### src/rtl/sar_ctl_pkg.sv
package sar_ctl_pkg;

    localparam int DATA_W = 32;
    localparam int CH_W   = 3;
    localparam int RES_W  = 10;

    // word indices (byte address / 4)
    localparam int W_CFG  = 0;
    localparam int W_DATA = 1;
    localparam int W_EOC  = 2;
    localparam int W_SAMP = 3;
    localparam int W_PWR  = 4;
    localparam int W_DBG  = 5;
    localparam int W_CNT  = 8;

    // configuration bit positions
    localparam int B_START  = 4;
    localparam int B_SINGLE = 5;

    typedef enum logic [1:0] {
        PH_OFF    = 2'd0,
        PH_SETTLE = 2'd1,
        PH_IDLE   = 2'd2,
        PH_CONV   = 2'd3
    } phase_e;

    typedef struct packed {
        logic            single;
        logic            start;
        logic [CH_W-1:0] ch;
    } cfg_t;

    function automatic cfg_t cfg_from_word(input logic [DATA_W-1:0] w);
        cfg_t c;
        c.single = w[B_SINGLE];
        c.start  = w[B_START];
        c.ch     = w[CH_W-1:0];
        return c;
    endfunction

    function automatic logic [DATA_W-1:0] cfg_to_word(input cfg_t c);
        logic [DATA_W-1:0] w;
        w           = '0;
        w[CH_W-1:0] = c.ch;
        w[B_START]  = c.start;
        w[B_SINGLE] = c.single;
        return w;
    endfunction

endpackage

### src/rtl/sar_ctl_regs.sv
module sar_ctl_regs
    import sar_ctl_pkg::*;
#(
    parameter int ADDR_W = 6,
    parameter int CNT_W  = 16
) (
    input  logic              clk,
    input  logic              rst,
    input  logic              bus_en,
    input  logic              bus_we,
    input  logic [ADDR_W-1:0] bus_addr,
    input  logic [DATA_W-1:0] bus_wdata,
    input  logic              launch,
    input  logic              done,
    input  logic [CH_W-1:0]   done_ch,
    input  logic [RES_W-1:0]  core_data,
    output cfg_t              cfg_q,
    output logic              pd_q,
    output logic              eoc_q,
    output logic [RES_W-1:0]  res_q,
    output logic [CH_W-1:0]   samp_q,
    output logic [CNT_W-1:0]  cnt_q
);

    localparam int IDX_W = ADDR_W - 2;

    logic [IDX_W-1:0] widx;
    logic             wr_cfg;
    logic             wr_pwr;
    cfg_t             cfg_in;

    assign widx   = bus_addr[ADDR_W-1:2];
    assign wr_cfg = bus_en && bus_we && (widx == IDX_W'(W_CFG));
    assign wr_pwr = bus_en && bus_we && (widx == IDX_W'(W_PWR));
    assign cfg_in = cfg_from_word(bus_wdata);

    logic unused_regs;
    assign unused_regs = ^{bus_addr[1:0], bus_wdata[DATA_W-1:B_SINGLE+1], bus_wdata[3]};

    // configuration: a launch request is only accepted while powered
    always_ff @(posedge clk) begin
        if (rst) begin
            cfg_q <= '0;
        end else if (wr_cfg) begin
            cfg_q.ch     <= cfg_in.ch;
            cfg_q.single <= cfg_in.single;
            cfg_q.start  <= cfg_in.start && !pd_q;
        end else if (launch || pd_q) begin
            cfg_q.start  <= 1'b0;
        end
    end

    always_ff @(posedge clk) begin
        if (rst) begin
            pd_q <= 1'b1;
        end else if (wr_pwr) begin
            pd_q <= bus_wdata[0];
        end
    end

    // completion capture
    always_ff @(posedge clk) begin
        if (rst) begin
            eoc_q  <= 1'b0;
            res_q  <= '0;
            samp_q <= '0;
            cnt_q  <= '0;
        end else if (launch) begin
            eoc_q  <= 1'b0;
        end else if (done) begin
            eoc_q  <= 1'b1;
            res_q  <= core_data;
            samp_q <= done_ch;
            cnt_q  <= cnt_q + 1'b1;
        end
    end

endmodule

### src/rtl/sar_ctl_seq.sv
module sar_ctl_seq
    import sar_ctl_pkg::*;
#(
    parameter int SETTLE_CYC = 8
) (
    input  logic            clk,
    input  logic            rst,
    input  logic            pd,
    input  logic            start_req,
    input  logic [CH_W-1:0] req_ch,
    input  logic            core_valid,
    output logic            launch,
    output logic            done,
    output phase_e          phase,
    output logic            core_start,
    output logic [CH_W-1:0] core_chan
);

    localparam int SC_W = $clog2(SETTLE_CYC + 1);

    logic [SC_W-1:0] settle_cnt;
    logic            start_q;

    assign launch     = (phase == PH_IDLE) && start_req && !pd;
    assign done       = (phase == PH_CONV) && core_valid && !pd;
    assign core_start = start_q && !pd;

    always_ff @(posedge clk) begin
        if (rst) begin
            phase      <= PH_OFF;
            settle_cnt <= '0;
            start_q    <= 1'b0;
            core_chan  <= '0;
        end else begin
            start_q <= 1'b0;
            if (pd) begin
                phase <= PH_OFF;
            end else begin
                unique case (phase)
                    PH_OFF: begin
                        phase      <= PH_SETTLE;
                        settle_cnt <= '0;
                    end
                    PH_SETTLE: begin
                        if (settle_cnt == SC_W'(SETTLE_CYC - 1)) begin
                            phase <= PH_IDLE;
                        end else begin
                            settle_cnt <= settle_cnt + 1'b1;
                        end
                    end
                    PH_IDLE: begin
                        if (start_req) begin
                            phase     <= PH_CONV;
                            start_q   <= 1'b1;
                            core_chan <= req_ch;
                        end
                    end
                    PH_CONV: begin
                        if (core_valid) begin
                            phase <= PH_IDLE;
                        end
                    end
                    default: phase <= PH_OFF;
                endcase
            end
        end
    end

endmodule

### src/rtl/sar_ctl.sv
module sar_ctl
    import sar_ctl_pkg::*;
#(
    parameter int ADDR_W     = 6,
    parameter int CNT_W      = 16,
    parameter int SETTLE_CYC = 8
) (
    input  logic              clk,
    input  logic              rst,
    input  logic              bus_en,
    input  logic              bus_we,
    input  logic [ADDR_W-1:0] bus_addr,
    input  logic [31:0]       bus_wdata,
    output logic [31:0]       bus_rdata,
    output logic              core_pd,
    output logic [2:0]        core_chan,
    output logic              core_start,
    input  logic              core_valid,
    input  logic [9:0]        core_data
);

    localparam int IDX_W = ADDR_W - 2;

    cfg_t             cfg_q;
    logic             pd_q;
    logic             eoc_flag;
    logic [RES_W-1:0] res_q;
    logic [CH_W-1:0]  samp_q;
    logic [CNT_W-1:0] conv_cnt;
    logic             launch;
    logic             conv_done;
    phase_e           phase;
    logic [IDX_W-1:0] widx;

    sar_ctl_regs #(.ADDR_W(ADDR_W), .CNT_W(CNT_W)) u_regs (
        .clk       (clk),
        .rst       (rst),
        .bus_en    (bus_en),
        .bus_we    (bus_we),
        .bus_addr  (bus_addr),
        .bus_wdata (bus_wdata),
        .launch    (launch),
        .done      (conv_done),
        .done_ch   (core_chan),
        .core_data (core_data),
        .cfg_q     (cfg_q),
        .pd_q      (pd_q),
        .eoc_q     (eoc_flag),
        .res_q     (res_q),
        .samp_q    (samp_q),
        .cnt_q     (conv_cnt)
    );

    sar_ctl_seq #(.SETTLE_CYC(SETTLE_CYC)) u_seq (
        .clk        (clk),
        .rst        (rst),
        .pd         (pd_q),
        .start_req  (cfg_q.start),
        .req_ch     (cfg_q.ch),
        .core_valid (core_valid),
        .launch     (launch),
        .done       (conv_done),
        .phase      (phase),
        .core_start (core_start),
        .core_chan  (core_chan)
    );

    assign core_pd = pd_q;
    assign widx    = bus_addr[ADDR_W-1:2];

    always_comb begin
        bus_rdata = '0;
        case (widx)
            IDX_W'(W_CFG):  bus_rdata = cfg_to_word(cfg_q);
            IDX_W'(W_DATA): bus_rdata[RES_W-1:0] = res_q;
            IDX_W'(W_EOC):  bus_rdata[0] = eoc_flag;
            IDX_W'(W_SAMP): bus_rdata[CH_W-1:0] = samp_q;
            IDX_W'(W_PWR):  bus_rdata[0] = pd_q;
            IDX_W'(W_DBG):  bus_rdata[1:0] = phase;
            IDX_W'(W_CNT):  bus_rdata[CNT_W-1:0] = conv_cnt;
            default:        bus_rdata = '0;
        endcase
    end

endmodule

### config.mk
export PLATFORM = sky130hd
export DESIGN_NAME = sar_ctl
export DESIGN_NICKNAME = d
export VERILOG_FILES = /design/src/rtl/sar_ctl_pkg.sv /design/src/rtl/sar_ctl_regs.sv /design/src/rtl/sar_ctl_seq.sv /design/src/rtl/sar_ctl.sv
export SDC_FILE = /design/constraint.sdc
export NUM_CORES = 1
export LEC_CHECK = 0
export BUFFER_PORTS_ARGS = -buffer_cell sky130_fd_sc_hd__clkbuf_2
export CAP_MARGIN = 30
export CELL_PAD_IN_SITES_DETAIL_PLACEMENT = 1
export CELL_PAD_IN_SITES_GLOBAL_PLACEMENT = 2
export CORE_MARGIN = 10
export CORE_UTILIZATION = 30
export CTS_BUF_LIST = sky130_fd_sc_hd__clkbuf_4
export DETAILED_ROUTE_END_ITERATION = 10
export PLACE_DENSITY_LB_ADDON = 0.08
export SETUP_SLACK_MARGIN = 0.1
export SLEW_MARGIN = 15
export SYNTH_ARGS = -nofsm -noshare
export SYNTH_HDL_FRONTEND = slang
export SYNTH_SLANG_ARGS = --single-unit
### constraint.sdc
create_clock -name clk -period 2.2 [get_ports clk]
set_input_delay 0 -clock clk [delete_from_list [all_inputs] [get_ports clk]]
set_output_delay 0 -clock clk [all_outputs]
set_load 0.02 [all_outputs]
Yosys cells after proc, flatten, opt, wreduce, memory -nomap -nowiden
Cells that the tools add are included.
- mux-type cells: 14
- eq/ne operators: 14
- reductions and logical operators: 22
- add/sub/neg operators: 2
- bitwise operators: 3
- operators by type and width (kind ; number):
    $pmux W7 S3 ; 1
    $add A16 B1 Y16 const B ; 1
    $eq A4 B3 Y1 const B ; 3
    $logic_and A1 B1 Y1 ; 9
    $reduce_and A3 Y1 ; 3
    $eq A4 B2 Y1 const B ; 2
    $pmux W2 S4 ; 1
    $pmux W4 S2 ; 1
    $pmux W1 S7 ; 1
    $mux W2 ; 3
    $mux W6 ; 1
    $ne A2 B2 Y1 const B ; 3
    $pmux W1 S5 ; 1
    $add A4 B1 Y4 const B ; 1
    $eq A2 B2 Y1 const B ; 2
    $eq A4 B1 Y1 const B ; 1
    $eq A4 B4 Y1 const B ; 1
    $logic_not A4 Y1 ; 1
    $mux W4 ; 1
    $pmux W1 S4 ; 1
    $reduce_bool A2 Y1 ; 2
    $reduce_or A2 Y1 ; 2
    $mux W1 ; 3
    $not A1 Y1 ; 3
    7 further kinds ; 7
- word-level logic and storage cells: 67
- register bits: 46
- bits of input ports: 53
- output and inout bits: 37

Longest topological paths before layout
- depth in word-level cells: 6
- depth in mapped cells: 6
- mapped depth without buffers: 5

By module
A second synthesis with hierarchy kept.
- cell total of the unflattened synthesis: 287
- area, all modules: 2446.1 µm²
- by module, submodules not included (module ; seq. area each (µm²) ; instances ; cells each ; area an instance (µm²)):
    sar_ctl_regs ; 720.7 ; 1 ; 167 ; 1448.9
    sar_ctl ; 0.0 ; 1 ; 69 ; 504.2
    sar_ctl_seq ; 200.2 ; 1 ; 51 ; 493.0

Worst setup path before layout
No wires, ideal clock.
- kind: reg-to-reg
- start point: register u_regs.pd_q
- end point: register u_regs.cnt_q[10]
- slack: 715 ps
- data arrival time: 1358 ps
- cell stages (with the launch flop): 6
- path buffers: 1
- data required time: 2072 ps
- setup time: 128 ps
- period minus slack after synthesis: 1485 ps
- path through: dfxtp_1 buf_2 nand4b_2 nor4_1 xnor2_1 nor2_1
- word-level cells in the longest chain between the ends: 4
- elaborated cells between the ends (all ways): 5
- classes of those cells: bitwise: 1; reduce/logical: 4
- ends and longest elaborated chain (item ; line ; text):
    start, declared ; sar_ctl_regs.sv:18 ; output logic pd_q,
    start signal, assigned ; sar_ctl_regs.sv:57 ; pd_q <= bus_wdata[0];
    $logic_not A1 Y1 * ; sar_ctl_seq.sv:24, sar_ctl_seq.sv:25 ;
    $logic_and A1 B1 Y1 ; sar_ctl_seq.sv:24 ; assign launch = (phase == PH_IDLE) && start_req && !pd;
    $not A1 Y1 (no source line) ; n/a ;
    $reduce_and A2 Y1 (no source line) * ; n/a ;
    end signal, assigned ; sar_ctl_regs.sv:74 ; cnt_q <= cnt_q + 1'b1;
    end, declared ; sar_ctl_regs.sv:22 ; output logic [CNT_W-1:0] cnt_q
Every way passes the cells marked *; elsewhere a longest branch is shown, timed or not.
A chain may end at the register's enable or synchronous reset.

Final worst setup path
- start point: register u_seq.phase[0]
- end point: register u_regs.cnt_q[10]
- word-level cells in the longest chain between the ends: 5
- elaborated cells between the ends (all ways): 8
- classes of those cells: eq/ne: 2; bitwise: 1; reduce/logical: 5
- ends and longest elaborated chain (item ; line ; text):
    start, declared ; sar_ctl_seq.sv:14 ; output phase_e phase,
    start signal, assigned ; sar_ctl_seq.sv:30 ; phase <= PH_OFF;
    start signal, assigned ; sar_ctl_seq.sv:37 ; phase <= PH_OFF;
    start signal, assigned ; sar_ctl_seq.sv:41 ; phase <= PH_SETTLE;
    $eq A2 B2 Y1 ; sar_ctl_seq.sv:24 ;
    $logic_and A1 B1 Y1 (2 in series) ; sar_ctl_seq.sv:24 ;
    $not A1 Y1 (no source line) ; n/a ;
    $reduce_and A2 Y1 (no source line) * ; n/a ;
Marked as above.

==> flow_metrics.env <==
export IMPL_status="finished, final reports clean"
export IMPL_io_pins=90
export IMPL_core_region_area_um2=7650
export IMPL_synth_top_area_share_pct=39.6
export IMPL_tns_ns=0
export IMPL_start_kind="register"
export IMPL_rows=32
export IMPL_power_density_nw_per_um2=531
export IMPL_route_vias_total=2171
export IMPL_yosysTopAreaCell="dfxtp_1"
export IMPL_die_x_um=108
export IMPL_viasPerCell=4.84
export IMPL_worstReg2RegEnd="u_regs.cnt_q[10]"
export IMPL_die_h_um=108
export IMPL_first_pass_iters=4
export IMPL_netlist_area_um2=2320
export IMPL_initial_utilization_pct=30.4
export IMPL_grt_pass1_vias=2258
export IMPL_synthFlopType="dfxtp_1"
export IMPL_hpwl_um=5080
export IMPL_cts_num_sinks=46
export IMPL_ys_seq_elements=46
export IMPL_min_path_type="in2reg"
export IMPL_required_ns=2.44
export IMPL_numCtsBuffers=5
export IMPL_cts_resized=0
export IMPL_drc=0
export IMPL_crit_path_max_fanout=11
export IMPL_cap_violations=0
export IMPL_grt_usage_pct=12.3
export IMPL_antenna_cells=0
export IMPL_reg2reg_depth=4
export IMPL_yosysUniqueCellTypes=42
export IMPL_antenna_found_initial=0
export IMPL_root_buffer="clkbuf_4"
export IMPL_crit_arrival_ns=2.05
export IMPL_vdd_ir_drop_max_v=0.000278
export IMPL_r2r_start="u_seq.phase[0]"
export IMPL_clk_latency_ns=0.37
export IMPL_slew_viol_final=0
export IMPL_hold_viol=0
export IMPL_holdBufCountCts=16
export IMPL_reg2reg_slack_ns=0.39
export IMPL_holdWs_ns=0.138
export IMPL_wl_per_cell_um=15.6
export IMPL_setup_viol=0
export IMPL_grt_pass1_wl_um=11700
export IMPL_max_freq_ghz=0.554
export IMPL_nNetsFinal=401
export IMPL_clock_path_buffers=2
export IMPL_synth_cells=290
export IMPL_path_class="reg2reg"
export IMPL_grt_max_degree=32
export IMPL_ant_nets=0
export IMPL_p_leak_nw=1.09
export IMPL_drt_iter0_drc=69
export IMPL_drive_above_1_share_pct=19.0
export IMPL_yosysWarnings=0
export IMPL_cts_tree="done"
export IMPL_crit_end="u_regs.cnt_q[10]"
export IMPL_dieArea_um2=11700
export IMPL_async_flop_share_pct=0
export IMPL_gp_congestion=0.740
export IMPL_finalWirelength_um=6990
export IMPL_rsz0062_at_grt="false"
export IMPL_layout_min_cycle_time_ns=1.81
export IMPL_skew_ns=0.0174
export IMPL_syn_avg_cell_area_um2=8.01
export IMPL_synth_seq_area_share_pct=39.6
export IMPL_cts_setup_buffers=0
export IMPL_cts_max_level=2
export IMPL_crit_start="u_seq.phase[0]"
export IMPL_relSlewSlack_pct=53.9
export IMPL_synth_area_leaders="dfxtp_1 (40%), a21oi_1 (6.7%), nand2_1 (6.6%)"
export IMPL_grt_overflow=0
export IMPL_synth_edf_count=0
export IMPL_tightest_slew_ns=0.691
export IMPL_clkTransAtPathRegs_ns=0.15
export IMPL_post_route_period_util_pct=82.1
export IMPL_port_buffers=44
export IMPL_area_growth_syn_to_layout_pct=21.6
export IMPL_cp_end_kind="register"
==> worst max-delay path, cell delays in order, from the launching register on <==
cell and delay [ns]:
dfxtp_1 0.55, nand4b_2 0.37, nor4_1 0.53, xnor2_1 0.17, nor2_1 0.05
==> where the power goes <==
group / leakage, nW / switching (mW) / internal, mW / total, mW
Combinational: 0.674 / 0.0816 / 0.0475 / 0.129
Sequential: 0.370 / 0.00101 / 0.834 / 0.835
Clock: 0.0450 / 0.299 / 0.236 / 0.535
Total: 1.09 / 0.382 / 1.12 / 1.50
==> how the worst min path moves through the flow <==
stage,start,to,cells past startpoint
after floorplan,core_data[1],u_regs.res_q[1],2
after global placement,core_data[9],u_regs.res_q[9],3
final,bus_en,u_regs.cfg_q[0],5
after global routing,bus_en,u_regs.cfg_q[3],5
after detailed placement,core_data[9],u_regs.res_q[9],3
after CTS,bus_en,u_regs.cfg_q[0],5
==> kinds of logic (layout without fill, tap and decap cells) <==
group | count (synthesis) | count (layout) | synth area share [%]
multiplexers | 12 | 12 | 5.28
other | 1 | 16 | 0.161
XOR/XNOR | 9 | 9 | 3.39
flip-flops | 46 | 46 | 39.6
AND/OR/NAND/NOR | 130 | 130 | 28.1
adder cells (fa/ha/maj) | 2 | 2 | 1.08
buffers and inverters | 37 | 79 | 9.05
AO/OA/AOI/OAI | 53 | 53 | 13.3
==> synthesized netlist by cell type (7+ instances only) <==
| master | number |
|---|---|
| a21oi_1 | 31 |
| and3_1 | 7 |
| buf_4 | 17 |
| clkbuf_1 | 10 |
| dfxtp_1 | 46 |
| mux2i_1 | 10 |
| nand2_1 | 41 |
| nand3_1 | 14 |
| nor2_1 | 29 |
| o21ai_0 | 7 |
| or3_1 | 8 |
| xor2_1 | 7 |
==> layout make-up <==
class	count	area, um^2
clock buffers	5	37.5
clock inverters	3	40.0
fillers	956	4820
inverters	3	11.3
multi-input cells	222	1250
flip-flops and latches	46	921
well taps	102	128
repair buffers	68	440
==> per-layer routing <==
metal | vias to the layer above | routed length [um] | GRT usage [%]
met5 | - | 0 | 0
met4 | 0 | 57 | 2.29
met3 | 6 | 313 | 3.33
met2 | 34 | 3440 | 21.1
met1 | 1039 | 3180 | 15.2
li1 | 1092 | - | -
==> registers in the layout, indices dropped and copies added (netlist names) <==
name	count
u_regs.cfg_q	5
u_regs.cnt_q	16
u_regs.eoc_q	1
u_regs.pd_q	1
u_regs.res_q	10
u_regs.samp_q	3
u_seq.core_chan	3
u_seq.phase	2
u_seq.settle_cnt	4
u_seq.start_q	1
==> per-stage QoR <==
stage | util [%] | instances | instance area [um^2] | setup slack (ns) | power (mW)
after floorplan | - | 305 | 2380 | 0.715 | 0.939
after global placement | 33.9 | 425 | 2590 | 0.465 | 0.960
after detailed placement | 33.9 | 425 | 2590 | 0.452 | 0.960
after CTS | 37.0 | 449 | 2830 | 0.413 | 1.53
after global routing | 37.0 | 449 | 2830 | 0.184 | 1.57
final | 37.0 | 449 | 2830 | 0.394 | 1.50
==> cells in the final DEF (no fill, tap or decap), types with 2 or more instances in the layout <==
cell type	count
a21oi_1	31
a22oi_1	5
and3_1	7
and4_1	3
and4b_1	2
buf_4	8
clkbuf_2	44
clkbuf_4	5
clkinv_2	2
conb_1	16
dfxtp_1	46
dlygate4sd3_1	16
ha_1	2
inv_1	3
mux2_2	2
mux2i_1	10
nand2_1	41
nand2b_1	2
nand3_1	14
nand4_1	6
nor2_1	29
nor2b_1	5
nor3_1	5
nor4_1	2
o21ai_0	7
o32ai_1	3
or3_1	8
xnor2_1	2
xor2_1	7
Note: power is estimated with default switching activity, not from simulation.
